`config.mk`:
```
export PLATFORM = sky130hd
export DESIGN_NAME = cmdlist_ctrl_regs
export DESIGN_NICKNAME = d
export VERILOG_FILES = /design/src/rtl/cmdlist_ctrl_regs.sv
export SDC_FILE = /design/constraint.sdc
export NUM_CORES = 1
export LEC_CHECK = 0
export ABC_AREA = 1
export BUFFER_PORTS_ARGS = -buffer_cell sky130_fd_sc_hd__buf_4
export CAP_MARGIN = 20
export CORE_MARGIN = 2
export CORE_UTILIZATION = 50
export CTS_CLUSTER_DIAMETER = 150
export DETAILED_ROUTE_END_ITERATION = 8
export PLACE_DENSITY = 0.72
export SYNTH_ARGS = -nofsm -noshare
export SYNTH_HDL_FRONTEND = slang
export SYNTH_SLANG_ARGS = --single-unit
```
`constraint.sdc`:
```
create_clock -name clk -period 3.4 [get_ports clk]
set_input_delay 0.17 -clock clk [delete_from_list [all_inputs] [get_ports clk]]
set_output_delay 0.17 -clock clk [all_outputs]
set_load 0.005 [all_outputs]
```
`src/rtl/cmdlist_ctrl_regs.sv`:
```
module cmdlist_ctrl_regs #(
  parameter int unsigned DATA_W    = 32,
  parameter int unsigned CNT_W     = 32,
  parameter logic [31:0] BASE_ADDR = 32'h0410_0000
) (
  input  logic              clk,
  input  logic              rst,
  input  logic              req_valid,
  input  logic              req_write,
  input  logic [31:0]       req_addr,
  input  logic [DATA_W-1:0] req_wdata,
  input  logic [DATA_W-1:0] req_wmask,
  output logic              rd_valid,
  output logic [DATA_W-1:0] rd_data,
  output logic              dec_err,
  output logic              kick_proc,
  output logic              resume_cop,
  input  logic              cop_halt,
  input  logic              cop_broke,
  input  logic              in_gclk,
  input  logic              in_tmem_busy,
  input  logic              in_pipe_busy,
  input  logic              in_cmd_busy,
  input  logic              in_cbuf_ready,
  input  logic              in_dma_busy,
  input  logic              in_end_valid,
  input  logic              in_start_valid
);
  localparam int unsigned NCNT = 4;

  logic              hit, wr, rd;
  logic [2:0]        off;
  logic [DATA_W-1:0] wval;
  logic              wr_base, wr_limit, wr_stat;
  logic [DATA_W-1:0] base_q, limit_q, cur_q;
  logic              dmem_q, frz_q, flush_q;
  logic [NCNT-1:0]   cnt_clr, cnt_inc;
  logic [CNT_W-1:0]  cnt_v [NCNT];
  logic [DATA_W-1:0] stat_word, rd_mux;
  logic              unused_bits;

  assign off      = req_addr[4:2];
  assign hit      = (req_addr[28:5] == BASE_ADDR[28:5]) && (req_addr[1:0] == 2'b00);
  assign wr       = req_valid & req_write & hit;
  assign rd       = req_valid & ~req_write;
  assign wval     = req_wdata & req_wmask;
  assign wr_base  = wr && (off == 3'd0);
  assign wr_limit = wr && (off == 3'd1);
  assign wr_stat  = wr && (off == 3'd3);
  assign unused_bits = ^req_addr[31:29];

  always_ff @(posedge clk) begin
    if (rst) begin
      base_q  <= '0;
      limit_q <= '0;
      cur_q   <= '0;
    end else begin
      if (wr_base) begin
        base_q <= wval;
        cur_q  <= wval;
      end
      if (wr_limit) limit_q <= wval;
    end
  end

  always_ff @(posedge clk) begin
    if (rst) begin
      dmem_q  <= 1'b0;
      frz_q   <= 1'b0;
      flush_q <= 1'b0;
    end else if (wr_stat) begin
      dmem_q  <= (dmem_q  & ~wval[0]) | wval[1];
      frz_q   <= (frz_q   & ~wval[2]) | wval[3];
      flush_q <= (flush_q & ~wval[4]) | wval[5];
    end
  end

  assign cnt_clr = {NCNT{wr_stat}} & {wval[6], wval[7], wval[8], wval[9]};
  assign cnt_inc = {in_tmem_busy, in_pipe_busy, in_cmd_busy, ~frz_q};

  for (genvar g = 0; g < NCNT; g++) begin : g_cnt
    logic [CNT_W-1:0] q;
    always_ff @(posedge clk) begin
      if (rst || cnt_clr[g])
        q <= '0;
      else if (cnt_inc[g] && (q != {CNT_W{1'b1}}))
        q <= q + CNT_W'(1);
    end
    assign cnt_v[g] = q;
  end

  always_comb begin
    stat_word = '0;
    stat_word[10:0] = {in_start_valid, in_end_valid, in_dma_busy, in_cbuf_ready,
                       in_cmd_busy, in_pipe_busy, in_tmem_busy, in_gclk,
                       flush_q, frz_q, dmem_q};
  end

  always_comb begin
    case (off)
      3'd0:    rd_mux = base_q;
      3'd1:    rd_mux = limit_q;
      3'd2:    rd_mux = cur_q;
      3'd3:    rd_mux = stat_word;
      3'd4:    rd_mux = DATA_W'(cnt_v[0]);
      3'd5:    rd_mux = DATA_W'(cnt_v[1]);
      3'd6:    rd_mux = DATA_W'(cnt_v[2]);
      default: rd_mux = DATA_W'(cnt_v[3]);
    endcase
  end

  always_ff @(posedge clk) begin
    if (rst) begin
      rd_valid   <= 1'b0;
      rd_data    <= '0;
      dec_err    <= 1'b0;
      kick_proc  <= 1'b0;
      resume_cop <= 1'b0;
    end else begin
      rd_valid   <= rd;
      rd_data    <= (rd && hit) ? rd_mux : '0;
      dec_err    <= req_valid & ~hit;
      kick_proc  <= wr_limit;
      resume_cop <= wr_stat & wval[2] & ~cop_halt & ~cop_broke;
    end
  end
endmodule


```
* Yosys cells after proc, flatten, opt, wreduce, memory -nomap -nowiden
Cells that the tools add are included.
** Cells by class
- $add $sub $neg :: 4
- Equal/unequal tests :: 11
- Multiplexer cells :: 1
- Bitwise gates (word level) :: 24
- Reduce and logical (&&, ||, !) cells :: 17
** Operator list (count)
- 32-bit case mux with 6 select lines :: 1
- 32-bit by 1-bit adder with 32-bit output (second input constant) :: 4
- 32-bit != test (second input constant) :: 4
- 32-bit bitwise AND :: 1
- 24-bit by 22-bit == test with 1-bit output (second input constant) :: 1
- 1-bit bitwise AND :: 10
- 3-bit == test (second input constant) :: 3
- 1-bit logical AND :: 9
- 1-bit NOT :: 9
- 3-bit by 2-bit == test with 1-bit output (second input constant) :: 2
- 4-bit bitwise AND :: 1
- 1-bit logical OR :: 4
- 2-bit OR reduction :: 2
- 3-bit by 1-bit == test with 1-bit output (second input constant) :: 1
- 3-bit zero test :: 1
- 1-bit bitwise OR :: 3
- 2-bit zero test :: 1
** Word-level totals
- Register bits :: 231
- Bits of input ports :: 110
- Output and inout port bits :: 36
- Logic and storage cells :: 71

* Logic depth before layout (Yosys ltp)
Gate-level depths: netlist of the first run.
- Depth after elaboration :: 7
- Depth in mapped cells :: 13
- Mapped depth without buffers :: 12

* Worst setup path after synthesis of the first run
No wires, ideal clock.
- Path type :: register -> register
- Start point :: register g_cnt[0].q[0]
- End point :: register g_cnt[0].q[10]
- Setup time :: 132 ps
- Arrival time :: 1572 ps
- Required time :: 3268 ps
- Setup slack :: 1695 ps
- Stages on the path, launching flop included :: 11
- Path buffers :: 2
- Clock period less this slack :: 1705 ps
- Path through :: dfxtp_1 > ha_1 > nand2_2 > nor2_4 > nand2_2 > nor2_4 > a21oi_1 > buf_2 > buf_6 > nand2_1 > a21oi_1
** On the way
- Longest elaborated chain between the ends :: 2
- Elaborated cells between the ends (all ways) :: 3
- Classes of those cells :: add/sub: 1; eq/ne: 1; reduce/logical: 1
** Ends and longest elaborated chain
- start: declaration :: RTL line 82 : logic [CNT_W-1:0] q;
- start signal: assignment :: RTL line 87 : q <= q + CNT_W'(1);
- parallel branches: the longest is 2 deep, another holds 32-bit by 1-bit adder with 32-bit output
Parallel ways; which one is timed is not known.
A chain may end at the register's enable or synchronous reset.

* Worst setup path after layout of the first run
- Start point :: register g_cnt[3].q[0]
- End point :: register g_cnt[3].q[21]
** On the way
- Longest elaborated chain between the ends :: 2
- Elaborated cells between the ends (all ways) :: 3
- Classes of those cells :: add/sub: 1; eq/ne: 1; reduce/logical: 1
** Ends and longest elaborated chain (RTL line)
- start: declaration :: 82
- start signal: assignment :: 87
- parallel branches: the longest is 2 deep, another holds 32-bit by 1-bit adder with 32-bit output
Parallel ways; which one is timed is not known.

==> flow_metrics.tcl, run 1 <==
set metrics [dict create \
    status "complete, no violations" \
    die_x_um 170 \
    vias 14700 \
    hold_end "cur_q[31]" \
    cts_tree "done" \
    yosysTopAreaCell "dfxtp_1" \
    max_freq_mhz 431 \
    yosysMostFrequentCell "nand2_1" \
    hold_viol_final 0 \
    r2r_start "g_cnt[3].q[0]" \
    gp_congestion 0.958 \
    finalCritPeriodShare_pct 68.3 \
    start_util_pct 51.0 \
    synth_flop_cell "dfxtp_1" \
    fin_nets 2571 \
    power.internal_mw 4.83 \
    cp_max_fo 34 \
    antenna_left 0 \
    synth_edf_count 0 \
    seq_power_share_pct 43.4 \
    wl_mm 45.8 \
    fin_crit_ns 2.32 \
    drv_cap 0 \
    synth_cell_types 43 \
    stdcell_count 2818 \
    clk_latency_ns 0.55 \
    die-area_um2 28900 \
    grt_pass1_wl_mm 71.7 \
    worst_pin_slew_ns 0.877 \
    grt_max_degree 60 \
    power_density_nw_per_um2 384 \
    hold-worst-slack_ns 0.00137 \
    area_growth_pct 18.8 \
    synth_top_area_share_pct 33.5 \
    r2r_cells 12 \
    critPathSlowestCell "dfxtp_1" \
    ys_ff_latch 231 \
    start_kind "flop" \
    ios 146 \
    io_buffers 142 \
    path_clk_slew_ns 0.06 \
    wl_per_cell_um 16.3 \
    dp.cells 2722 \
    drt-pass1-iter-count 6 \
    finalPower_mw 6.30 \
    slew_viol_final 0 \
    relSlewSlack_pct 41.4 \
    fp.dieH_um 170 \
    ctsResizeCount 0 \
    reg2reg_to "g_cnt[3].q[21]" \
    ys_seq_area_share_pct 33.5 \
    swShare_pct 23.3 \
    path_common_cell "nand2_1" \
    crit_start "g_cnt[3].q[0]" \
    reg2reg_slack_ns 1.08 \
    cp_cell_sequence "ha_1 > nand3_2 > inv_2 > nand2_2 > nor2_4 > nand2_1 > nand2_4 > inv_2 > nand2_1 > nand2_1 > nand2_1 > nor2_2" \
    grt_pass1_vias 13600 \
    synth_common_cells "nand2_1, nor2_1, inv_1" \
    cts_sinks 231 \
    drc 0 \
    end_kind "flop" \
    hold_depth 5 \
    placementRows 60 \
    async_reset_ff_share_pct 0 \
    critical-path-max-stage-delay_ns 0.42 \
    cts_buffers 27 \
    comb_power_share_pct 6.6 \
    yosysWarnings 0 \
    layout-drive-gt1-share_pct 11.5 \
    pwr-share-clk_pct 50.0 \
    nFillCells 2678 \
    crit_type "flop to flop" \
    post_synth_inst_count 2295 \
    root_buffer "clkbuf_16" \
    critical_path_arrival_ns 2.74 \
    core_area_um2 27000 \
    critPathRequiredTime_ns 3.82 \
    p_leak_nw 6.78 \
    overflow 0 \
    hp-class "primary input to flop" \
    drtIter0Drc 1321 \
    ir_drop_v 0.000343 \
    synth_area_leaders "dfxtp_1, nand2_1, nor2_1" \
    rsz0062_at_grt "false" \
    setup-tns-final_ns 0 \
    fin_skew_ns 0.00895 \
    setup_viol 0 \
    grt_usage_pct 31.6 \
    antenna_found_initial 0 \
    dp_hpwl_mm 33.8 \
    cts_buffer_depth 3 \
    p_sw_mw 1.46 \
    avgSynthCellArea_um2 6.01 \
    syn_nets 2409 \
    via_per_inst 5.21 \
    netlist_area_um2 13800 \
    n_antenna_cell 0 \
    htree_levels 1 \
    hp-start "req_wmask[31]" \
]
worst max-delay path, delay by kind of cell (launching register included):
kind | cells | cell delay (ns)
buffers and inverters | 2 | 0.44
flip-flops | 1 | 0.42
AND/OR/NAND/NOR | 9 | 1.04
adder cells (fa/ha/maj) | 1 | 0.27
metal layers:
layer	wire length, um	part of all wire, %	track usage [%]
met1	19900	43	42.1
met2	20800	45	52.0
met3	3280	7.2	4.19
met4	1930	4.2	12.4
met5	0	0	0
logic make-up after synthesis:
family          count (synthesis)  synth area share (%)
compound gates                251                  10.4
xor+xnor                       53                  3.42
fa+ha+maj                       4                 0.363
buf+inv                       351                  11.1
flops                         231                  33.5
simple gates                 1405                  41.3
flip-flops by register name, indices dropped and copies added (netlist names):
name and count:
g_cnt.q 128, cur_q 32, limit_q 32, rd_data 32
dec_err 1, dmem_q 1, flush_q 1, frz_q 1
kick_proc 1, rd_valid 1, resume_cop 1
power groups by stage:
| stage | Clock [mW] | Sequential, mW | Combinational (mW) |
|---|---|---|---|
| 6_report | 3.15 | 2.73 | 0.416 |
| 3_3_place_gp | 0 | 2.79 | 0.362 |
| 3_5_place_dp | 0 | 2.79 | 0.366 |
| 2_1_floorplan | 0 | 2.79 | 0.203 |
| 4_1_cts | 3.18 | 2.73 | 0.409 |
| 5_1_grt | 3.29 | 2.73 | 0.451 |
worst max-delay path by stage:
| stage | endpoint | slack (ns) | depth (start not counted) |
|---|---|---|---|
| 2_1_floorplan | g_cnt[0].q[10] | 1.70 | 10 |
| 3_3_place_gp | g_cnt[0].q[14] | 1.15 | 10 |
| 3_5_place_dp | g_cnt[3].q[10] | 1.12 | 12 |
| 4_1_cts | g_cnt[3].q[10] | 1.09 | 12 |
| 5_1_grt | g_cnt[3].q[15] | 0.84 | 12 |
| 6_report | g_cnt[3].q[21] | 1.08 | 12 |
metrics by stage:
stage | util [%] | setup WS, ns | cell area, um^2
global route | 60.6 | 0.840 | 16400
finish | 60.6 | 1.08 | 16400
detailed placement | 55.3 | 1.12 | 15000
floorplan | - | 1.70 | 13800
global placement | 55.3 | 1.15 | 15000
CTS | 60.6 | 1.09 | 16400
placed cells by master (no fill, tap or decap), drive strengths merged, types with 37 or more instances in the layout:
| cell | n |
|---|---|
| o21ai | 85 |
| buf | 162 |
| dlygate4sd3 | 47 |
| nand2 | 738 |
| inv | 273 |
| nor2 | 545 |
| nand3 | 89 |
| dfxtp | 231 |
| clkbuf | 37 |
| a21oi | 124 |
final cells by class:
type                       count  area (um^2)  share of cell area [%]
sequential                   231         4620                    28.2
multi-input combinational   1713         7650                    46.7
timing repair buffer         209         1690                    10.3
clock buffer                  37          763                    4.66
inverter                     275         1030                    6.32
tap                          341          427                    2.60
clock inverter                12          194                    1.18
what timing repair did:
action                                  CTS  global route
endpoints found under the setup margin    0             0
hold endpoints to repair                 46             0
setup buffers                             0             0
hold buffers                             47             0
Note: power is estimated with default switching activity, not from simulation.
==> run 2: changes to the inputs <==
ABC_AREA = 0   (was 1)
PLACE_DENSITY = 0.75   (was 0.72)
clock period = 2.1 ns   (was 3.4 ns; I/O delays follow)
==> flow_metrics.tcl, run 2 <==
set metrics [dict create \
    hold_viol_final 1 \
    postLayoutCellArea_um2 15600 \
    antenna_found_initial 0 \
    hold-worst-slack_ns -0.00126 \
    netlist_area_um2 11600 \
    start_util_pct 51.2 \
    synth_flop_cell "dfxtp_1" \
    drc 0 \
    fin_crit_ns 2.08 \
    grt_pass1_vias 11600 \
    cts_sinks 231 \
    placed_area_um2 13800 \
    via_per_inst 6.16 \
    fin_nets 1826 \
    critical_path_arrival_ns 2.54 \
    violations "negative hold slack" \
    stdcell_count 2014 \
    syn_nets 1536 \
    synth_edf_count 0 \
    layout_common_cells "buf_4, dfxtp_1, nor2_1" \
    grt_pass1_wl_mm 59.3 \
    yosysTopAreaCell "dfxtp_1" \
    drtIter0Drc 1025 \
    grt_max_degree 51 \
    yosysMostFrequentCell "dfxtp_1" \
    ys_ff_latch 231 \
    grt_usage_pct 30.1 \
    htree_levels 1 \
    max_freq_mhz 482 \
    seq_power_share_pct 45.1 \
    clk_latency_ns 0.54 \
    synth_common_cells "dfxtp_1, nor2_1, nand2_1" \
    dp.cells 1895 \
    ir_drop_v 0.000475 \
    fin_ws_ns 0.0238 \
    yosysWarnings 0 \
    slew_viol_final 0 \
    synth_top_area_share_pct 39.8 \
    die-area_um2 24500 \
    dr_wl_met3_mm 3.42 \
    nFillCells 1741 \
    synth_area_leaders "dfxtp_1, mux2i_1, nor2_1" \
    wl_met1_mm 15.3 \
    crit_type "flop to flop" \
    rsz0062_at_grt "true" \
    cp_max_fo 7 \
    top_register "g_cnt.q" \
    relSlewSlack_pct 59.1 \
    drt-pass1-iter-count 7 \
    fin_skew_ns 0.0263 \
    fp.dieH_um 156 \
    wl_per_cell_um 19.3 \
    power_density_nw_per_um2 627 \
    p_leak_nw 5.76 \
    swShare_pct 23.0 \
    cts_buffer_depth 3 \
    vias 12400 \
    dpl_worst_slack_ns -0.0416 \
    reg2reg_slack_ns 0.02 \
    synth_cell_types 61 \
    hp-class "primary input to flop" \
    power.internal_mw 7.54 \
    ios 146 \
    cts_buffers 26 \
    n_antenna_cell 0 \
    critPathRequiredTime_ns 2.56 \
    area_growth_pct 34.3 \
    root_buffer "clkbuf_16" \
    met2_length_mm 18.8 \
    comb_power_share_pct 7.4 \
    maxUsedRoutingLayer "met4" \
    finalCritPeriodShare_pct 98.9 \
    overflow 0 \
    setup_viol 0 \
    avgSynthCellArea_um2 8.17 \
    status "finished with violations" \
    drv_cap 0 \
    setup-tns-final_ns 0 \
    die_x_um 156 \
    largest_register_ffs 128 \
    dp_hpwl_mm 26.3 \
    final_common_cell "buf_4" \
    post-route-util_pct 68.7 \
    start_kind "flop" \
    post_synth_inst_count 1422 \
    core_area_um2 22700 \
    layout-drive-gt1-share_pct 23.3 \
    path_clk_slew_ns 0.06 \
    ys_seq_area_share_pct 39.8 \
    worst_pin_slew_ns 0.613 \
    wl_mm 38.9 \
    placementRows 55 \
    async_reset_ff_share_pct 0 \
    gp_congestion 0.930 \
    finalPower_mw 9.79 \
    cts_tree "done" \
    pwr-share-clk_pct 47.5 \
    end_kind "flop" \
    antenna_left 0 \
    p_sw_mw 2.25 \
    io_buffers 142 \
]
==> run 2: cell types whose count changed after synthesis, moves of 37 or more <==
cell,before,now
nand2_1,723,110
nor2_1,518,179
inv_1,262,14
mux2i_1,0,86
nor3_1,9,51
or3_1,0,42
or4_1,0,40
and2_1,0,39
o31ai_1,0,38
clkbuf_1,27,64
==> run 2: layer usage <==
metal,up-vias,track usage (%)
li1,5779,-
met3,107,5.68
met4,0,9.65
met5,-,0
met1,5919,37.9
met2,596,52.0
==> run 2: area by class of cell <==
cell class | count | area, um^2 | area share, %
Clock buffer | 37 | 772 | 4.95
Clock inverter | 8 | 105 | 0.674
Inverter | 14 | 52.6 | 0.337
Multi-Input combinational cell | 1085 | 6740 | 43.2
Sequential cell | 231 | 4650 | 29.8
Tap cell | 285 | 357 | 2.29
Timing Repair Buffer | 354 | 2930 | 18.8
==> run 2: repair_timing <==
action,4_1_cts,5_1_grt
pin swaps,2,17
gates cloned,0,3
setup endpoints to repair,9,61
endpoints found under the hold margin,54,0
buffers inserted,1,16
resized for setup,3,52
hold buffers,52,0
==> run 2: final timing paths <==
kind,from,to,cells after the start
worst max-delay path,g_cnt[0].q[1],g_cnt[0].q[27],7
worst min-delay path,req_wdata[20],limit_q[20],4
worst max register to register,g_cnt[0].q[1],g_cnt[0].q[27],7
worst min register to register,g_cnt[3].q[31],g_cnt[3].q[31],2
==> run 2: kinds of logic (layout without fill, tap and decap cells) <==
| logic type | count (synthesis) | count (layout) | synth area share [%] |
|---|---|---|---|
| AO/OA/AOI/OAI | 313 | 314 | 17.0 |
| XOR/XNOR | 32 | 32 | 2.41 |
| adder cells (fa/ha/maj) | 4 | 4 | 0.431 |
| buffers and inverters | 107 | 413 | 3.85 |
| flip-flops | 231 | 231 | 39.8 |
| multiplexers | 87 | 87 | 7.51 |
| AND/OR/NAND/NOR | 648 | 648 | 29.0 |
==> run 2: worst max-delay path: stages (launching register included) <==
cell	delay (ns)
dfxtp_4	0.36
ha_4	0.17
nand4_1	0.10
buf_6	0.13
nor2_2	0.04
a2111o_1	0.55
or4_1	0.54
a21oi_1	0.14
==> run 2: power groups by stage <==
stage / Sequential (mW) / Clock [mW] / Combinational [mW]
3_3_place_gp: 4.51 / 0 / 0.609
3_5_place_dp: 4.51 / 0 / 0.617
4_1_cts: 4.41 / 4.67 / 0.695
6_report: 4.41 / 4.65 / 0.724
5_1_grt: 4.41 / 4.85 / 0.767
2_1_floorplan: 4.51 / 0 / 0.286
==> run 3: changes to the inputs <==
ABC_CLOCK_PERIOD_IN_PS = 2100   (was default)
SETUP_SLACK_MARGIN = 0.15   (was default)
==> flow_metrics.tcl, run 3 (same netlist as run 2, synthesis figures left out) <==
set metrics [dict create \
    status "finished with violations" \
    violations "negative setup slack" \
    fin_skew_ns 0.0257 \
    largest_register_ffs 128 \
    die_x_um 156 \
    ios 146 \
    ir_drop_v 0.000449 \
    final_common_cell "buf_4" \
    r2r_cells 7 \
    via_per_inst 6.26 \
    drt-pass1-iter-count 8 \
    grt_pass1_wl_mm 59.5 \
    crit_type "flop to flop" \
    core_area_um2 22700 \
    root_buffer "clkbuf_16" \
    nFillCells 1583 \
    critPathSlowestCell "or4b_4" \
    die-area_um2 24500 \
    p_leak_nw 6.06 \
    cp_max_fo 7 \
    start_util_pct 51.2 \
    finalCritPeriodShare_pct 104 \
    fin_crit_ns 2.19 \
    placed_area_um2 13900 \
    postLayoutCellArea_um2 16400 \
    fin_ws_ns -0.0897 \
    wl_mm 40.6 \
    max_freq_mhz 457 \
    drv_cap 0 \
    grt_max_degree 49 \
    path_clk_slew_ns 0.06 \
    worst-path-stages 7 \
    grt_usage_pct 30.1 \
    relSlewSlack_pct 59.4 \
    drtIter0Drc 1237 \
    hp-class "primary input to flop" \
    fin_nets 1851 \
    ff_latch_area_um2 4700 \
    n_antenna_cell 0 \
    layout_common_cells "buf_4, dfxtp_1, nor2_1" \
    critPathRequiredTime_ns 2.57 \
    vias 12800 \
    grt_pass1_vias 11600 \
    wl_per_cell_um 19.9 \
    slew_viol_final 0 \
    area_growth_pct 41.4 \
    cts_buffer_depth 3 \
    start_kind "flop" \
    io_buffers 142 \
    critical-path-max-stage-delay_ns 0.59 \
    antenna_left 0 \
    placementRows 55 \
    setup_viol 8 \
    drc 0 \
    antenna_found_initial 0 \
    worst_pin_slew_ns 0.606 \
    cts_tree "done" \
    rsz0062_at_grt "true" \
    fp.dieH_um 156 \
    dp_hpwl_mm 25.8 \
    clk_latency_ns 0.55 \
    multi_input_area_um2 7290 \
    gp_congestion 0.909 \
    htree_levels 1 \
    overflow 0 \
    finalPower_mw 9.77 \
    cts_sinks 231 \
    cts_buffers 25 \
    layout-drive-gt1-share_pct 31.4 \
    power_density_nw_per_um2 594 \
    top_register "g_cnt.q" \
    worstPathBufferInverterCount 2 \
    hold_viol_final 0 \
    critical_path_arrival_ns 2.66 \
    end_kind "flop" \
    cp_cell_sequence "nand4_1 > or4b_4 > buf_12 > o211ai_1 > buf_4 > o21ai_0 > a21oi_1" \
    crit_family "simple AND/OR/NAND/NOR gates" \
    hold_depth 4 \
]
## run 3: changes by cell type in the layout (fill, tap and decap cells not counted), sizes merged
cell | previous run | this run
buf | 301 | 333
dlygate4sd3 | 52 | 45
inv | 14 | 15
a41o | 1 | 2
clkinv | 6 | 2
bufinv | 2 | 3
## run 3: final cells by class
type | count | area share, %
multi-input combinational | 1086 | 44.3
sequential | 231 | 28.6
timing repair buffer | 379 | 19.4
clock buffer | 37 | 4.51
tap | 285 | 2.17
clock inverter | 6 | 0.731
inverter | 14 | 0.320
## run 3: worst min-delay path, cell delays in order
cell and delay [ns]:
buf_4 0.10, and2_1 0.14, mux2i_1 0.08, nor2_1 0.09
## run 3: timing repair
item,4_1_cts,5_1_grt
setup buffers,16,25
endpoints found under the setup margin,71,105
hold endpoints to repair,42,0
gates cloned,4,7
hold buffers,45,0
pin swaps,24,100
gates resized for setup,45,189
## run 3: worst paths after layout
check / slack [ns] / end / start
worst min register to register: 0.48 / g_cnt[1].q[11] / g_cnt[1].q[11]
worst max-delay path: -0.09 / g_cnt[3].q[19] / g_cnt[3].q[19]
worst min-delay path: 0.02 / cur_q[12] / req_wmask[12]
worst max register to register: -0.09 / g_cnt[3].q[19] / g_cnt[3].q[19]
## run 3: metrics by stage
| step | TNS [ns] | setup slack (ns) | cells | hold slack [ns] | utilization, % |
|---|---|---|---|---|---|
| 6_report | -0.197 | -0.0897 | 2038 | 0.0232 | 72.4 |
| 5_1_grt | -0.747 | -0.132 | 2038 | 0.0263 | 72.4 |
| 4_1_cts | 0 | 0.113 | 2004 | 0.000439 | 68.3 |
| 3_5_place_dp | -0.624 | -0.0535 | 1896 | 0.275 | 61.2 |
| 3_3_place_gp | 0 | 0.0262 | 1896 | 0.270 | 61.2 |
| 2_1_floorplan | 0 | 0.113 | 1422 | 0.182 | - |
## run 3: per-layer routing
layer  routed length [um]  global-route usage (%)  up-vias
met2                19500                    51.9      712
li1                     -                       -     5847
met5                    0                       0        -
met4                 1860                    10.1        0
met3                 3530                    4.96      163
met1                15700                    38.1     6040
## run 3: power breakdown
group          leakage [nW]  switching [mW]  internal, mW
Sequential             1.88          0.0172          4.39
Combinational          3.75           0.379         0.345
Clock                 0.424            1.83          2.81
